`src/rtl/irq_bank_pkg.sv`:
```
package irq_bank_pkg;
  localparam int WIN_W  = 4;
  localparam int IDX_W  = 5;
  localparam int ADDR_W = WIN_W + IDX_W;

  typedef enum logic [WIN_W-1:0] {
    WIN_CTRL     = 4'd0,
    WIN_GROUP    = 4'd1,
    WIN_TRIG     = 4'd2,
    WIN_GRANT    = 4'd3,
    WIN_EN_SET   = 4'd4,
    WIN_EN_CLR   = 4'd5,
    WIN_PEND_SET = 4'd6,
    WIN_PEND_CLR = 4'd7,
    WIN_ACT_SET  = 4'd8,
    WIN_ACT_CLR  = 4'd9
  } win_e;

  typedef enum logic [1:0] {
    THR_GROUP = 2'd0,
    THR_GE1   = 2'd1,
    THR_GE2   = 2'd2
  } thr_e;
endpackage

```
`src/rtl/irq_lane_mask.sv`:
```
module irq_lane_mask
  import irq_bank_pkg::*;
#(
  parameter int LANES = 32
) (
  input  logic                 restrict_i,
  input  logic [LANES-1:0]     group_i,
  input  logic [2*LANES-1:0]   grant_i,
  input  thr_e                 thr_i,
  output logic [LANES-1:0]     mask_o
);
  logic [LANES-1:0] ge1, ge2, allow;

  for (genvar l = 0; l < LANES; l++) begin : g_lane
    assign ge1[l] = |grant_i[2*l +: 2];
    assign ge2[l] = grant_i[2*l+1];
  end

  always_comb begin
    unique case (thr_i)
      THR_GE1: allow = group_i | ge1;
      THR_GE2: allow = group_i | ge2;
      default: allow = group_i;
    endcase
    mask_o = restrict_i ? allow : '1;
  end
endmodule

```
`src/rtl/irq_edge_latch.sv`:
```
module irq_edge_latch #(
  parameter int W = 32
) (
  input  logic         clk_i,
  input  logic         rst_ni,
  input  logic [W-1:0] line_i,
  output logic [W-1:0] rise_o
);
  logic [W-1:0] prev_q;

  always_ff @(posedge clk_i or negedge rst_ni) begin
    if (!rst_ni) prev_q <= '0;
    else         prev_q <= line_i;
  end

  assign rise_o = line_i & ~prev_q;
endmodule

```
`src/rtl/irq_bit_word.sv`:
```
module irq_bit_word #(
  parameter int W = 32
) (
  input  logic         clk_i,
  input  logic         rst_ni,
  input  logic [W-1:0] set_i,
  input  logic [W-1:0] clr_i,
  output logic [W-1:0] q_o
);
  // set dominates clear
  always_ff @(posedge clk_i or negedge rst_ni) begin
    if (!rst_ni) q_o <= '0;
    else         q_o <= (q_o & ~clr_i) | set_i;
  end
endmodule

```
`src/rtl/irq_bitmap_bank.sv`:
```
module irq_bitmap_bank
  import irq_bank_pkg::*;
#(
  parameter int NUM_IRQ = 96
) (
  input  logic                  clk_i,
  input  logic                  rst_ni,
  input  logic                  req_valid_i,
  input  logic                  req_write_i,
  input  logic                  req_secure_i,
  input  logic [ADDR_W-1:0]     req_addr_i,
  input  logic [31:0]           req_wdata_i,
  input  logic [NUM_IRQ-33:0]   irq_lines_i,
  output logic                  rsp_valid_o,
  output logic [31:0]           rsp_rdata_o
);
  localparam int NW = NUM_IRQ / 32;
  localparam int NG = 2 * NW;

  win_e             win;
  logic [IDX_W-1:0] idx;
  logic             wr, rd, restrict_acc, sec_full;
  logic             sec_off_q;
  thr_e             thr;
  logic [31:0]      rd_mux;

  logic [31:0] grp_q  [1:NW-1];
  logic [31:0] trig_q [1:NW-1];
  logic [31:0] en_q   [1:NW-1];
  logic [31:0] pend_q [1:NW-1];
  logic [31:0] act_q  [1:NW-1];
  logic [31:0] rd_word[1:NW-1];
  logic [31:0] grant_q[2:NG-1];

  assign win          = win_e'(req_addr_i[ADDR_W-1 -: WIN_W]);
  assign idx          = req_addr_i[IDX_W-1:0];
  assign wr           = req_valid_i & req_write_i;
  assign rd           = req_valid_i & ~req_write_i;
  assign restrict_acc = ~req_secure_i & ~sec_off_q;
  assign sec_full     = req_secure_i & ~sec_off_q;

  always_comb begin
    unique case (win)
      WIN_PEND_SET:             thr = THR_GE1;
      WIN_PEND_CLR:             thr = THR_GE2;
      WIN_ACT_SET, WIN_ACT_CLR: thr = req_write_i ? THR_GROUP : THR_GE2;
      default:                  thr = THR_GROUP;
    endcase
  end

  // security-off: one-way until reset
  always_ff @(posedge clk_i or negedge rst_ni) begin
    if (!rst_ni) sec_off_q <= 1'b0;
    else if (wr && win == WIN_CTRL && idx == '0 && sec_full && req_wdata_i[0])
      sec_off_q <= 1'b1;
  end

  for (genvar k = 2; k < NG; k++) begin : g_grant
    logic wr_g;
    assign wr_g = wr && win == WIN_GRANT && idx == IDX_W'(k) && sec_full;
    irq_bit_word #(.W(32)) u_grant (
      .clk_i(clk_i), .rst_ni(rst_ni),
      .set_i(wr_g ? req_wdata_i : 32'h0),
      .clr_i(wr_g ? ~req_wdata_i : 32'h0),
      .q_o  (grant_q[k])
    );
  end

  for (genvar w = 1; w < NW; w++) begin : g_word
    logic        hit, wr_w;
    logic [31:0] m, rise, level_view;
    logic [31:0] en_set, en_clr, pd_set, pd_clr, ac_set, ac_clr;
    logic [31:0] tr_set, tr_clr, gr_set, gr_clr;

    assign hit  = idx == IDX_W'(w);
    assign wr_w = wr & hit;

    irq_lane_mask #(.LANES(32)) u_mask (
      .restrict_i(restrict_acc),
      .group_i   (grp_q[w]),
      .grant_i   ({grant_q[2*w+1], grant_q[2*w]}),
      .thr_i     (thr),
      .mask_o    (m)
    );

    irq_edge_latch #(.W(32)) u_edge (
      .clk_i(clk_i), .rst_ni(rst_ni),
      .line_i(irq_lines_i[32*(w-1) +: 32]),
      .rise_o(rise)
    );

    assign en_set = (wr_w && win == WIN_EN_SET)   ? req_wdata_i & m : '0;
    assign en_clr = (wr_w && win == WIN_EN_CLR)   ? req_wdata_i & m : '0;
    assign pd_set = ((wr_w && win == WIN_PEND_SET) ? req_wdata_i & m : '0)
                  | (rise & trig_q[w]);
    assign pd_clr = (wr_w && win == WIN_PEND_CLR) ? req_wdata_i & m : '0;
    assign ac_set = (wr_w && win == WIN_ACT_SET)  ? req_wdata_i & m : '0;
    assign ac_clr = (wr_w && win == WIN_ACT_CLR)  ? req_wdata_i & m : '0;
    assign tr_set = (wr_w && win == WIN_TRIG)     ? req_wdata_i & m : '0;
    assign tr_clr = (wr_w && win == WIN_TRIG)     ? ~req_wdata_i & m : '0;
    assign gr_set = (wr_w && win == WIN_GROUP && !restrict_acc) ? req_wdata_i  : '0;
    assign gr_clr = (wr_w && win == WIN_GROUP && !restrict_acc) ? ~req_wdata_i : '0;

    irq_bit_word #(.W(32)) u_en   (.clk_i(clk_i), .rst_ni(rst_ni), .set_i(en_set), .clr_i(en_clr), .q_o(en_q[w]));
    irq_bit_word #(.W(32)) u_pend (.clk_i(clk_i), .rst_ni(rst_ni), .set_i(pd_set), .clr_i(pd_clr), .q_o(pend_q[w]));
    irq_bit_word #(.W(32)) u_act  (.clk_i(clk_i), .rst_ni(rst_ni), .set_i(ac_set), .clr_i(ac_clr), .q_o(act_q[w]));
    irq_bit_word #(.W(32)) u_trig (.clk_i(clk_i), .rst_ni(rst_ni), .set_i(tr_set), .clr_i(tr_clr), .q_o(trig_q[w]));
    irq_bit_word #(.W(32)) u_grp  (.clk_i(clk_i), .rst_ni(rst_ni), .set_i(gr_set), .clr_i(gr_clr), .q_o(grp_q[w]));

    // level-triggered lines show through on pending reads
    assign level_view = irq_lines_i[32*(w-1) +: 32] & ~trig_q[w];

    always_comb begin
      unique case (win)
        WIN_GROUP:                  rd_word[w] = restrict_acc ? '0 : grp_q[w];
        WIN_TRIG:                   rd_word[w] = trig_q[w] & m;
        WIN_EN_SET, WIN_EN_CLR:     rd_word[w] = en_q[w] & m;
        WIN_PEND_SET, WIN_PEND_CLR: rd_word[w] = (pend_q[w] | level_view) & m;
        WIN_ACT_SET, WIN_ACT_CLR:   rd_word[w] = act_q[w] & m;
        default:                    rd_word[w] = '0;
      endcase
    end


    en_ns_guard_chk: assert property (@(posedge clk_i) disable iff (!rst_ni)
      (wr_w && restrict_acc && (win == WIN_EN_SET || win == WIN_EN_CLR))
      |=> (((en_q[w] ^ $past(en_q[w])) & ~$past(grp_q[w])) == 32'h0));


    edge_latch_chk: assert property (@(posedge clk_i) disable iff (!rst_ni)
      (|(rise & trig_q[w]))
      |=> ((pend_q[w] & $past(rise & trig_q[w])) == $past(rise & trig_q[w])));
  end

  always_comb begin
    rd_mux = '0;
    unique case (win)
      WIN_CTRL:  if (idx == '0) rd_mux = {31'h0, sec_off_q};
      WIN_GRANT: for (int k = 2; k < NG; k++)
                   if (idx == IDX_W'(k) && sec_full) rd_mux = grant_q[k];
      default:   for (int w = 1; w < NW; w++)
                   if (idx == IDX_W'(w)) rd_mux = rd_word[w];
    endcase
  end

  always_ff @(posedge clk_i or negedge rst_ni) begin
    if (!rst_ni) begin
      rsp_valid_o <= 1'b0;
      rsp_rdata_o <= '0;
    end else begin
      rsp_valid_o <= rd;
      if (rd) rsp_rdata_o <= rd_mux;
    end
  end


  sec_off_sticky_chk: assert property (@(posedge clk_i) disable iff (!rst_ni)
    sec_off_q |=> sec_off_q);


  rsp_follow_chk: assert property (@(posedge clk_i) disable iff (!rst_ni)
    rd |=> rsp_valid_o);


  rsp_quiet_chk: assert property (@(posedge clk_i) disable iff (!rst_ni)
    !rd |=> !rsp_valid_o);


  grp_ns_raz_chk: assert property (@(posedge clk_i) disable iff (!rst_ni)
    (rd && restrict_acc && win == WIN_GROUP) |=> (rsp_rdata_o == 32'h0));


  low_word_raz_chk: assert property (@(posedge clk_i) disable iff (!rst_ni)
    (rd && idx == '0 && win != WIN_CTRL) |=> (rsp_rdata_o == 32'h0));
endmodule

```
`config.mk`:
```
export PLATFORM = sky130hd
export DESIGN_NAME = irq_bitmap_bank
export DESIGN_NICKNAME = d
export VERILOG_FILES = /design/src/rtl/irq_bank_pkg.sv /design/src/rtl/irq_lane_mask.sv /design/src/rtl/irq_edge_latch.sv /design/src/rtl/irq_bit_word.sv /design/src/rtl/irq_bitmap_bank.sv
export SDC_FILE = /design/constraint.sdc
export NUM_CORES = 1
export LEC_CHECK = 0
export BUFFER_PORTS_ARGS = -buffer_cell sky130_fd_sc_hd__clkbuf_2
export CAP_MARGIN = 20
export CORE_AREA = 2 2 221 223
export DETAILED_ROUTE_END_ITERATION = 8
export DIE_AREA = 0 0 223 225
export GPL_ROUTABILITY_DRIVEN = 1
export PLACE_DENSITY = 0.72
export SYNTH_ARGS = -nofsm -noshare
export SYNTH_HDL_FRONTEND = slang
export SYNTH_SLANG_ARGS = --single-unit
```
`constraint.sdc`:
```
create_clock -name clk_i -period 2.3 [get_ports clk_i]
set_input_delay 0.46 -clock clk_i [delete_from_list [all_inputs] [get_ports clk_i]]
set_output_delay 0.46 -clock clk_i [all_outputs]
set_load 0.02 [all_outputs]
```
# Word-level counts from Yosys, hierarchy flattened
# Cells that the tools add are included.
word_totals:
  in_bits: 110
  reg_bits: 546
  out_inout_bits: 33
op_classes:
  n_reduce_logical: 105
  n_eq_ne: 16
  muxes: 46
  n_bitwise: 82
op_table:
  columns: ["cell", "count"]
  rows:
  - ["$mux 32", 38]
  - ["$and 32x32->32", 32]
  - ["$or 32x32->32", 22]
  - ["$not 32->32", 19]
  - ["$pmux 32 s5", 2]
  - ["$pmux 32 s2", 3]
  - ["$reduce_or 2->1", 67]
  - ["$logic_and 1x1->1", 35]
  - ["$eq 4x3->1 const B", 4]
  - ["$eq 5x2->1 const B", 2]
  - ["$eq 5x3->1 const B", 2]
  - ["$eq 4x2->1 const B", 2]
  - ["$eq 4x4->1 const B", 2]
  - ["$and 1x1->1", 6]
  - ["$pmux 2 s3", 1]
  - ["$eq 5x1->1 const B", 1]
  - ["$logic_not 5->1", 1]
  - ["$eq 4x1->1 const B", 1]
  - ["$logic_not 4->1", 1]
  - ["$not 1->1", 3]
  - ["$eq 2x1->1 const B", 1]
  - ["$eq 2x2->1 const B", 1]
  - ["$mux 2", 1]
  - ["$logic_not 1->1", 1]
  - ["$mux 1", 1]

# Depth between registers and ports, before layout
# Gate-level depths: netlist of run 1.
depth:
  ltp_word: 11
  ltp_mapped: 13
  mapped_depth_nobuf: 10

# Modules after synthesis
# Synthesis of run 1 repeated with hierarchy kept, for this count alone.
hier_totals:
  hier_cells: 3738
  area_unflattened_um2: 31556.5
modules_own_cells:
  columns: ["module", "area_per_inst_um2", "n_inst", "cells_per_inst"]
  rows:
  - ["irq_bit_word", 1161.1, 14, 96]
  - ["irq_bitmap_bank", 11502.3, 1, 2110]
  - ["irq_edge_latch", 1241.2, 2, 64]
  - ["irq_lane_mask", 658.1, 2, 78]

# Least setup slack after synthesis of run 1
# No wires, ideal clock.
synth_timing:
  kind: "in2reg"
  from: "in req_addr_i[6]"
  to: "reg g_word[2].u_pend.q_o[14]"
  path_slack_ns: -0.842
  required_ns: 2.151
  cell_stages: 11
  t_arrival_ns: 2.994
  setup_time_ns: 0.149
  cell_sequence: "buf_2 > or3b_2 > clkbuf_1 > clkbuf_1 > o21ai_0 > ha_1 > clkbuf_1 > clkbuf_1 > nor2_1 > o31ai_1 > o221ai_1"
synth_via:
  elab_chain_cells: 11
  elab_cells_between_ends: 19
  classes_between: "eq/ne: 6; mux: 5; bitwise: 5; reduce/logical: 3"
synth_rtl:
  columns: ["element", "line", "text"]
  rows:
  - ["start: declaration", "irq_bitmap_bank.sv:11", "input logic [ADDR_W-1:0] req_addr_i,"]
  - ["$eq 4x4->1", "irq_bitmap_bank.sv:43", "unique case (win)"]
  - ["$reduce_or 2->1", "irq_bitmap_bank.sv:43", null]
  - ["$pmux 2 s3", "irq_bitmap_bank.sv:43", null]
  - ["$eq 2x2->1 or $eq 2x1->1 (tied branches)", "irq_lane_mask.sv:20", "unique case (thr_i)"]
  - ["$pmux 32 s2", "irq_lane_mask.sv:20", null]
  - ["$mux 32", "irq_lane_mask.sv:25", "mask_o = restrict_i ? allow : '1;"]
  - ["$and 32x32->32", "irq_bitmap_bank.sv:94, irq_bitmap_bank.sv:96", null]
  - ["$mux 32", "irq_bitmap_bank.sv:96", "assign pd_clr = (wr_w && win == WIN_PEND_CLR) ? req_wdata_i & m : '0;"]
  - ["$not 32->32", "irq_bit_word.sv:13", "else q_o <= (q_o & ~clr_i) | set_i;"]
  - ["$and 32x32->32", "irq_bit_word.sv:13", null]
  - ["$or 32x32->32 *", "irq_bit_word.sv:13", null]
  - ["end signal: assignment", "irq_bit_word.sv:13", null]
  - ["end: declaration", "irq_bit_word.sv:8", "output logic [W-1:0] q_o"]
# Every way passes the cells marked *; elsewhere a longest branch is shown, timed or not.
# A chain may end at the register's enable or synchronous reset.

==> impl_metrics.csv, run 1 <==
group,metric,value,unit
run_status,status,"finished with violations",
run_status,failed_checks,"setup timing",
sta,hold_ws,0.224,ns
power_and_ir_drop,seqPwrFrac,45.2,%
route,drc,0,
sta,fin_tns_setup,-2.78,ns
route,wl,99800,um
sta,finalCritPeriodShare,104,%
placed_design,gp_congestion,1.01,
power_and_ir_drop,leakage,15.1,nW
sta,maxSlewHeadroom,46.5,%
power_and_ir_drop,p_int,16.4,mW
global_routing,grt_start_max_net_pins,76,
clock_tree,cts_tree,"built",
route,vias,23900,
power_and_ir_drop,clkPwrFrac,43.9,%
power_and_ir_drop,irDropWorstVdd,554,uV
setup_path,crit_fanout,17,
sta,setup_ws,-0.103,ns
clock_tree,root_buffer,"clkbuf_16",
yosys,yosys.cell_types.count,70,
setup_path,rr_startpoint,"sec_off_q",
layout,nNetsFinal,3042,
clock_tree,cts_max_level,2,
sta,post-route-min-period,2.40,ns
die,core_area,47500,um2
yosys,avgSynthCellArea,10.3,um2
setup_path,crit_path_start,"sec_off_q",
layout,post_route_cells_drive_above_1_share,33.1,%
clock_tree,cts.clk_slew.worst_paths,0.06,ns
yosys,synth.yosys.seq_area_share,52.5,%
route,first_iter_violations,2720,
run,cap_violations,0,
layout,postLayoutCoreUtil,70.6,%
global_routing,antenna_found_initial,4,
setup_path,cp.required,2.81,ns
power_and_ir_drop,total_power,22.1,mW
yosys,async_flop_share,100,%
setup_path,endpoint_kind,"flip-flop",
power_and_ir_drop,p_sw_share,25.9,%
power_and_ir_drop,powerDensity,660,nW/um2
global_routing,grt_overflow,0,
die,die_width,223,um
power_and_ir_drop,combPwrFrac,10.9,%
setup_path,worst_ep_arrival_time,2.91,ns
clock_tree,cts.path.max_buffers,3,
setup_path,ff2ff_path_depth,7,
setup_path,critPathKind,"flip-flop to flip-flop",
power_and_ir_drop,p_sw,5.74,mW
global_routing,grt_first_pass_wirelength,151000,um
yosys,syn_nets,2640,
route,viasPerCell,6.65,
sta,hold_violations,0,
global_routing,grt_pass1_vias,24000,
die,start_util,54.7,%
clock_tree,clock-sinks,546,
sta,finalSetupViolCount,38,
sta,tightest_slew,0.802,ns
yosys,synth_seq_cells,546,
min_path,worstHoldStart,"req_secure_i",
die,ios,143,
die,die_area,50200,um2
yosys,synth_area,26000,um2
sta,skew,0.0165,ns
clock_tree,insertion_delay,0.64,ns
route,avgRoutedWirePerCell,27.8,um
placed_design,place_ws,-0.880,ns
placed_design,numPortBuffers,142,
global_routing,grt_use_total,40.1,%
sta,rsz0062_at_grt,"yes",
sta,slew_viol_final,0,
layout,synthToLayoutAreaGrowth,29.1,%
yosys,netlist_instances,2529,
min_path,whs_path_depth,3,
yosys,yosys_warnings,0,
yosys,synth_edf_count,0,
min_path,hold_class,"input pin to flip-flop",
sta,fmax,416,MHz
yosys,synth_ff_type,"dfrtp_1",
die,die_y,225,um
die,rows,80,
setup_path,crit_path_start_kind,"flip-flop",
route,ant_nets,0,
placed_design,hpwl,69300,um
route,dr.pass1.iters,6,
clock_tree,cts_buffers,58,
[metal layers]
| layer | GRT usage, % | vias to the layer above | wire [um] |
|---|---|---|---|
| met3 | 6.01 | 365 | 9000 |
| met4 | 23.0 | 0 | 6530 |
| met2 | 64.9 | 1429 | 46800 |
| met5 | 0 | - | 0 |
| li1 | - | 10100 | - |
| met1 | 52.0 | 12000 | 37500 |
[kinds of logic after synthesis]
kind of cell	Yosys count	synth area share [%]
multiplexers	264	11.4
adder cells (fa/ha/maj)	1	0.0481
AND/OR/NAND/NOR	499	9.28
AO/OA/AOI/OAI	960	22.8
flip-flops	546	52.5
buffers and inverters	259	4.01
[path summary, 6_finish.rpt]
check	endpoint	slack, ns
setup / recovery	flip-flop	-0.10
hold / removal	sec_off_q	0.22
setup reg to reg	flip-flop	-0.10
hold reg to reg	g_word[2].u_pend.q_o[24]	0.46
max in group asynchronous	g_word[2].u_act.q_o[25]	1.14
min in group asynchronous	g_word[1].u_pend.q_o[4]	0.36
[critical path, stage by stage, from the launching register on]
cell and delay [ns]:
dfrtp_1 0.39, or4b_4 0.53, or3_4 0.40, buf_8 0.16, nor3_4 0.12, buf_4 0.15
buf_12 0.17, mux2_2 0.36
[placed cells by master, fill, tap and decap left out, types with 17 or more instances in the layout]
cell type	netlist	final
o21ai_0	409	305
nand2_1	120	109
o21ai_1	12	84
a31oi_1	33	33
inv_1	59	58
nand3_1	20	19
dlygate4sd3_1	0	65
o22ai_1	23	17
clkbuf_16	0	59
nand3b_1	49	49
buf_12	0	49
clkbuf_2	0	140
o21ai_2	0	23
a21oi_1	162	137
mux2_2	248	245
o221ai_1	22	20
dfrtp_1	546	546
a22oi_1	50	50
nand2b_1	38	23
o32ai_1	18	18
o211ai_1	73	73
buf_4	3	274
nor2_1	185	165
nor3_1	29	17
nor2_4	1	19
[stage by stage]
step / instances / cell area, um2
3_3_place_gp: 3414 / 30600
6_report: 3595 / 33600
4_1_cts: 3594 / 33400
3_5_place_dp: 3414 / 30600
5_1_grt: 3595 / 33600
2_1_floorplan: 2529 / 27000
[power by group through the flow]
stage,Clock [mW],Combinational [mW],Sequential (mW)
2_1_floorplan,0,0.991,10.2
3_3_place_gp,0,2.20,10.2
3_5_place_dp,0,2.24,10.2
4_1_cts,9.76,2.36,10.0
5_1_grt,10.2,2.54,10.0
6_report,9.73,2.40,10.0
[synth_stat cells, types with 12 or more instances]
master,instances,area [um2]
o221ai_1,22,193
o21ai_0,409,2050
o31ai_1,23,173
nor2_1,185,694
clkbuf_1,150,563
nor2b_1,16,100
nand2_1,120,450
inv_1,59,221
dfrtp_1,546,13700
buf_2,17,85.1
a31oi_1,33,206
a221oi_1,13,114
o32ai_1,18,158
buf_1,24,90.1
nand2b_1,38,238
nand3_1,20,100
mux2_2,248,2790
o21a_1,17,128
a221o_1,16,160
nor3_1,29,145
o211ai_1,73,548
o22ai_1,23,144
a22oi_1,50,375
a21oi_1,162,811
a21o_1,16,120
o21ai_1,12,60.1
nand3b_1,49,368
[final cells by class]
cell class	instances	area, um2
Clock buffer	84	1690
Inverter	60	238
Clock inverter	24	275
Timing Repair Buffer	541	4550
Tap cell	615	769
Fill cell	3425	14000
Sequential cell	546	13700
Antenna cell	1	2.50
Multi-Input combinational cell	1724	12400
[repair_timing]
action | in CTS | in global routing
cloned | 1 | 0
pin swaps | 25 | 22
endpoints found under the setup margin | 94 | 146
gates resized for setup | 41 | 29
hold endpoints to repair | 98 | 0
hold buffers | 65 | 0
setup buffers | 7 | 1
No activity file was read; power rests on OpenSTA's default activity.
==> run 2: changes to the inputs <==
- CORE_AREA: 2 2 221 223 -> 2 2 243 245
- DIE_AREA: 0 0 223 225 -> 0 0 245 247
- SYNTH_HIERARCHICAL: default -> 1
==> run 2 against run 1 <==
  * The run still ends with setup timing left
  * Synthesized cell count grew 48%
  * Via count grew 25%
  * Total power rose by 3.3%
  * Die area increased by 21%
  * Register-to-register slack better by 0.09 ns
  * Flip-flop and latch count unchanged
  * Count of clock-buffer cells in the layout is 7 higher
  * Maximum frequency grew 3.9%
  * Utilization fell by 3.8 points
  * Largest cell class is now multi-input gates
==> impl_metrics.csv, run 2 <==
group,metric,value,unit
setup_path,critPathMaxStageDelay,0.67,ns
route,viasPerCell,6.12,
die,rows,89,
setup_path,endpoint_kind,"flip-flop",
global_routing,grt_use_total,39.9,%
setup_path,crit_path_start_kind,"flip-flop",
sta,fin_tns_setup,-0.0136,ns
layout,final_cell_mix,"nor2_1 (635), dfrtp_1 (546), inv_1 (500), a21o_1 (450), buf_4 (245)",
yosys,yosys-top-cells-area,"dfrtp_1 (43%), a21o_1 (11%), nor2_1 (7.6%)",
clock_tree,root_buffer,"clkbuf_16",
yosys,synth_mux_area_share,0,%
yosys,synthSimpleGateAreaFrac,23.3,%
clock_tree,cts_buffers,59,
clock_tree,clock-sinks,546,
route,wl,121000,um
placed_design,hpwl,84200,um
route,ant_nets,0,
yosys,synth_area_leader_cell,"dfrtp_1",
global_routing,antenna_found_initial,6,
layout,nFillCells,4689,
setup_path,path_cells,"nand2b_1, buf_4, nor2_1, buf_4, a222oi_1, o21a_1, a31oi_4",
yosys,netlist_instances,3738,
layout,post_route_cells_drive_above_1_share,21.7,%
yosys,synth_edf_count,0,
setup_path,crit_path_frequent_cell,"buf_4",
yosys,synth-compound-area-share,24.0,%
die,die_area,60500,um2
sta,maxSlewHeadroom,38.7,%
placed_design,numPortBuffers,142,
placed_design,gp_congestion,1.01,
power_and_ir_drop,leakage,20.9,nW
yosys,syn_nets,3850,
sta,setup_ws,-0.0130,ns
power_and_ir_drop,powerDensity,588,nW/um2
yosys,synth_xor_area_share,0,%
clock_tree,insertion_delay,0.66,ns
clock_tree,cts.path.max_buffers,3,
min_path,hold_class,"input pin to flip-flop",
sta,slew_viol_final,0,
sta,finalCritPeriodShare,101,%
layout,largest-register,"g_grant.u_grant/q_o",
yosys,yosys.cell_types.count,67,
run,cap_violations,0,
sta,fmax,432,MHz
power_and_ir_drop,irDropWorstVdd,624,uV
yosys,async_flop_share,100,%
layout,largest_register_ff_count,128,
setup_path,critPathSlowestCell,"a222oi_1",
yosys,yosys_warnings,6,
global_routing,grt_start_max_net_pins,93,
power_and_ir_drop,total_power,22.9,mW
route,dr.pass1.iters,6,
yosys,synth_top_family_by_area,"compound AO/OA/AOI/OAI gates",
run_status,status,"finished with violations",
layout,final_common_cell,"nor2_1",
yosys,synth_seq_cells,546,
global_routing,grt_overflow,0,
clock_tree,cts.clk_slew.worst_paths,0.07,ns
clock_tree,cts_tree,"built",
route,drc,0,
sta,finalSetupViolCount,2,
layout,synthToLayoutAreaGrowth,23.3,%
yosys,avgSynthCellArea,8.44,um2
run_status,failed_checks,"setup timing",
yosys,synth_area,31600,um2
sta,post-route-min-period,2.31,ns
yosys,synth_most_common_cell,"nor2_1",
die,die_y,247,um
die,core_area,58200,um2
yosys,synth_ff_type,"dfrtp_1",
yosys,synthAdderAreaFrac,0.0793,%
yosys,yosysTopAreaCellShare,43.3,%
yosys,synth.yosys.seq_area_share,43.3,%
global_routing,grt_pass1_vias,28500,
route,avgRoutedWirePerCell,24.8,um
global_routing,grt_first_pass_wirelength,180000,um
sta,tightest_slew,0.916,ns
die,ios,143,
setup_path,rrSetupSlack,-0.01,ns
setup_path,crit_fanout,10,
route,first_iter_violations,3818,
sta,rsz0062_at_grt,"yes",
layout,nNetsFinal,4169,
yosys,synth_commonest_cells,"nor2_1 (639), dfrtp_1 (546), inv_1 (500), a21o_1 (450), clkbuf_1 (208)",
sta,skew,0.0230,ns
die,start_util,54.2,%
setup_path,cp.required,2.83,ns
setup_path,critPathKind,"flip-flop to flip-flop",
route,vias,29900,
setup_path,worst_ep_arrival_time,2.84,ns
die,die_width,245,um
layout,postLayoutCoreUtil,66.8,%
clock_tree,cts_max_level,2,
sta,hold_violations,0,
## run 2: metrics by stage
stage,std cells,area (um2),setup slack [ns],hold slack [ns]
2_1_floorplan,3738,32400,-0.591,0.164
3_3_place_gp,4702,36000,-0.904,0.359
3_5_place_dp,4702,36000,-0.925,0.358
4_1_cts,4873,38700,-0.0804,0.00894
5_1_grt,4880,38900,-0.0273,0.00236
6_report,4883,38900,-0.0130,0.0268
## run 2: cell families after synthesis
kind of cell / after synthesis
AO/OA/AOI/OAI: 1030
flip-flops: 546
adder cells (fa/ha/maj): 2
buffers and inverters: 753
AND/OR/NAND/NOR: 1407
## run 2: what timing repair did
item                                   4_1_cts  5_1_grt
pin swaps                                    3       15
endpoints found under the hold margin       93        0
gates cloned                                 0        1
setup buffers                                1        6
gates resized for setup                      7       26
hold buffers                                60        0
setup endpoints to repair                    9       51
## run 2: power breakdown
part	total, mW	switching, mW	internal [mW]
sequential	10.2	0.252	9.92
clock	10.2	4.22	5.97
combinational	2.52	1.57	0.951
## run 2: worst paths after layout
path,depth (start not counted),start,end
setup / recovery,7,sec_off_q,rsp_rdata_o[20]
hold / removal,1,irq_lines_i[48],g_word[2].u_edge/prev_q[16]
setup reg to reg,7,sec_off_q,rsp_rdata_o[20]
hold reg to reg,1,g_word[2].u_pend/q_o[30],g_word[2].u_pend/q_o[30]
max in group asynchronous,3,rst_ni,g_word[1].u_pend/q_o[28]
min in group asynchronous,2,rst_ni,g_word[1].u_edge/prev_q[4]
## run 2: metal layers
| metal | share of wire (%) | GRT usage, % |
|---|---|---|
| met5 | 0.060 | 0 |
| met4 | 5.7 | 19.5 |
| met3 | 13 | 11.8 |
| met2 | 42 | 57.7 |
| met1 | 40 | 54.6 |
## run 2: area by class of cell
cell class | instances | area, um2 | share of cell area, %
tap | 773 | 967 | 2.49
clock buffer | 91 | 1810 | 4.64
antenna | 4 | 10.0 | 0.0257
sequential | 546 | 13700 | 35.1
timing repair buffer | 508 | 4390 | 11.3
multi-input combinational | 2439 | 15900 | 40.9
inverter | 503 | 1900 | 4.87
clock inverter | 19 | 264 | 0.678
## run 2: critical path: cells and delay by family, from the launching register on
kind	cells	cell delay [ns]
AOI/OAI and AO/OA	3	1.05
and+or+nand+nor	2	0.28
DFF	1	0.45
buffers and inverters	2	0.40
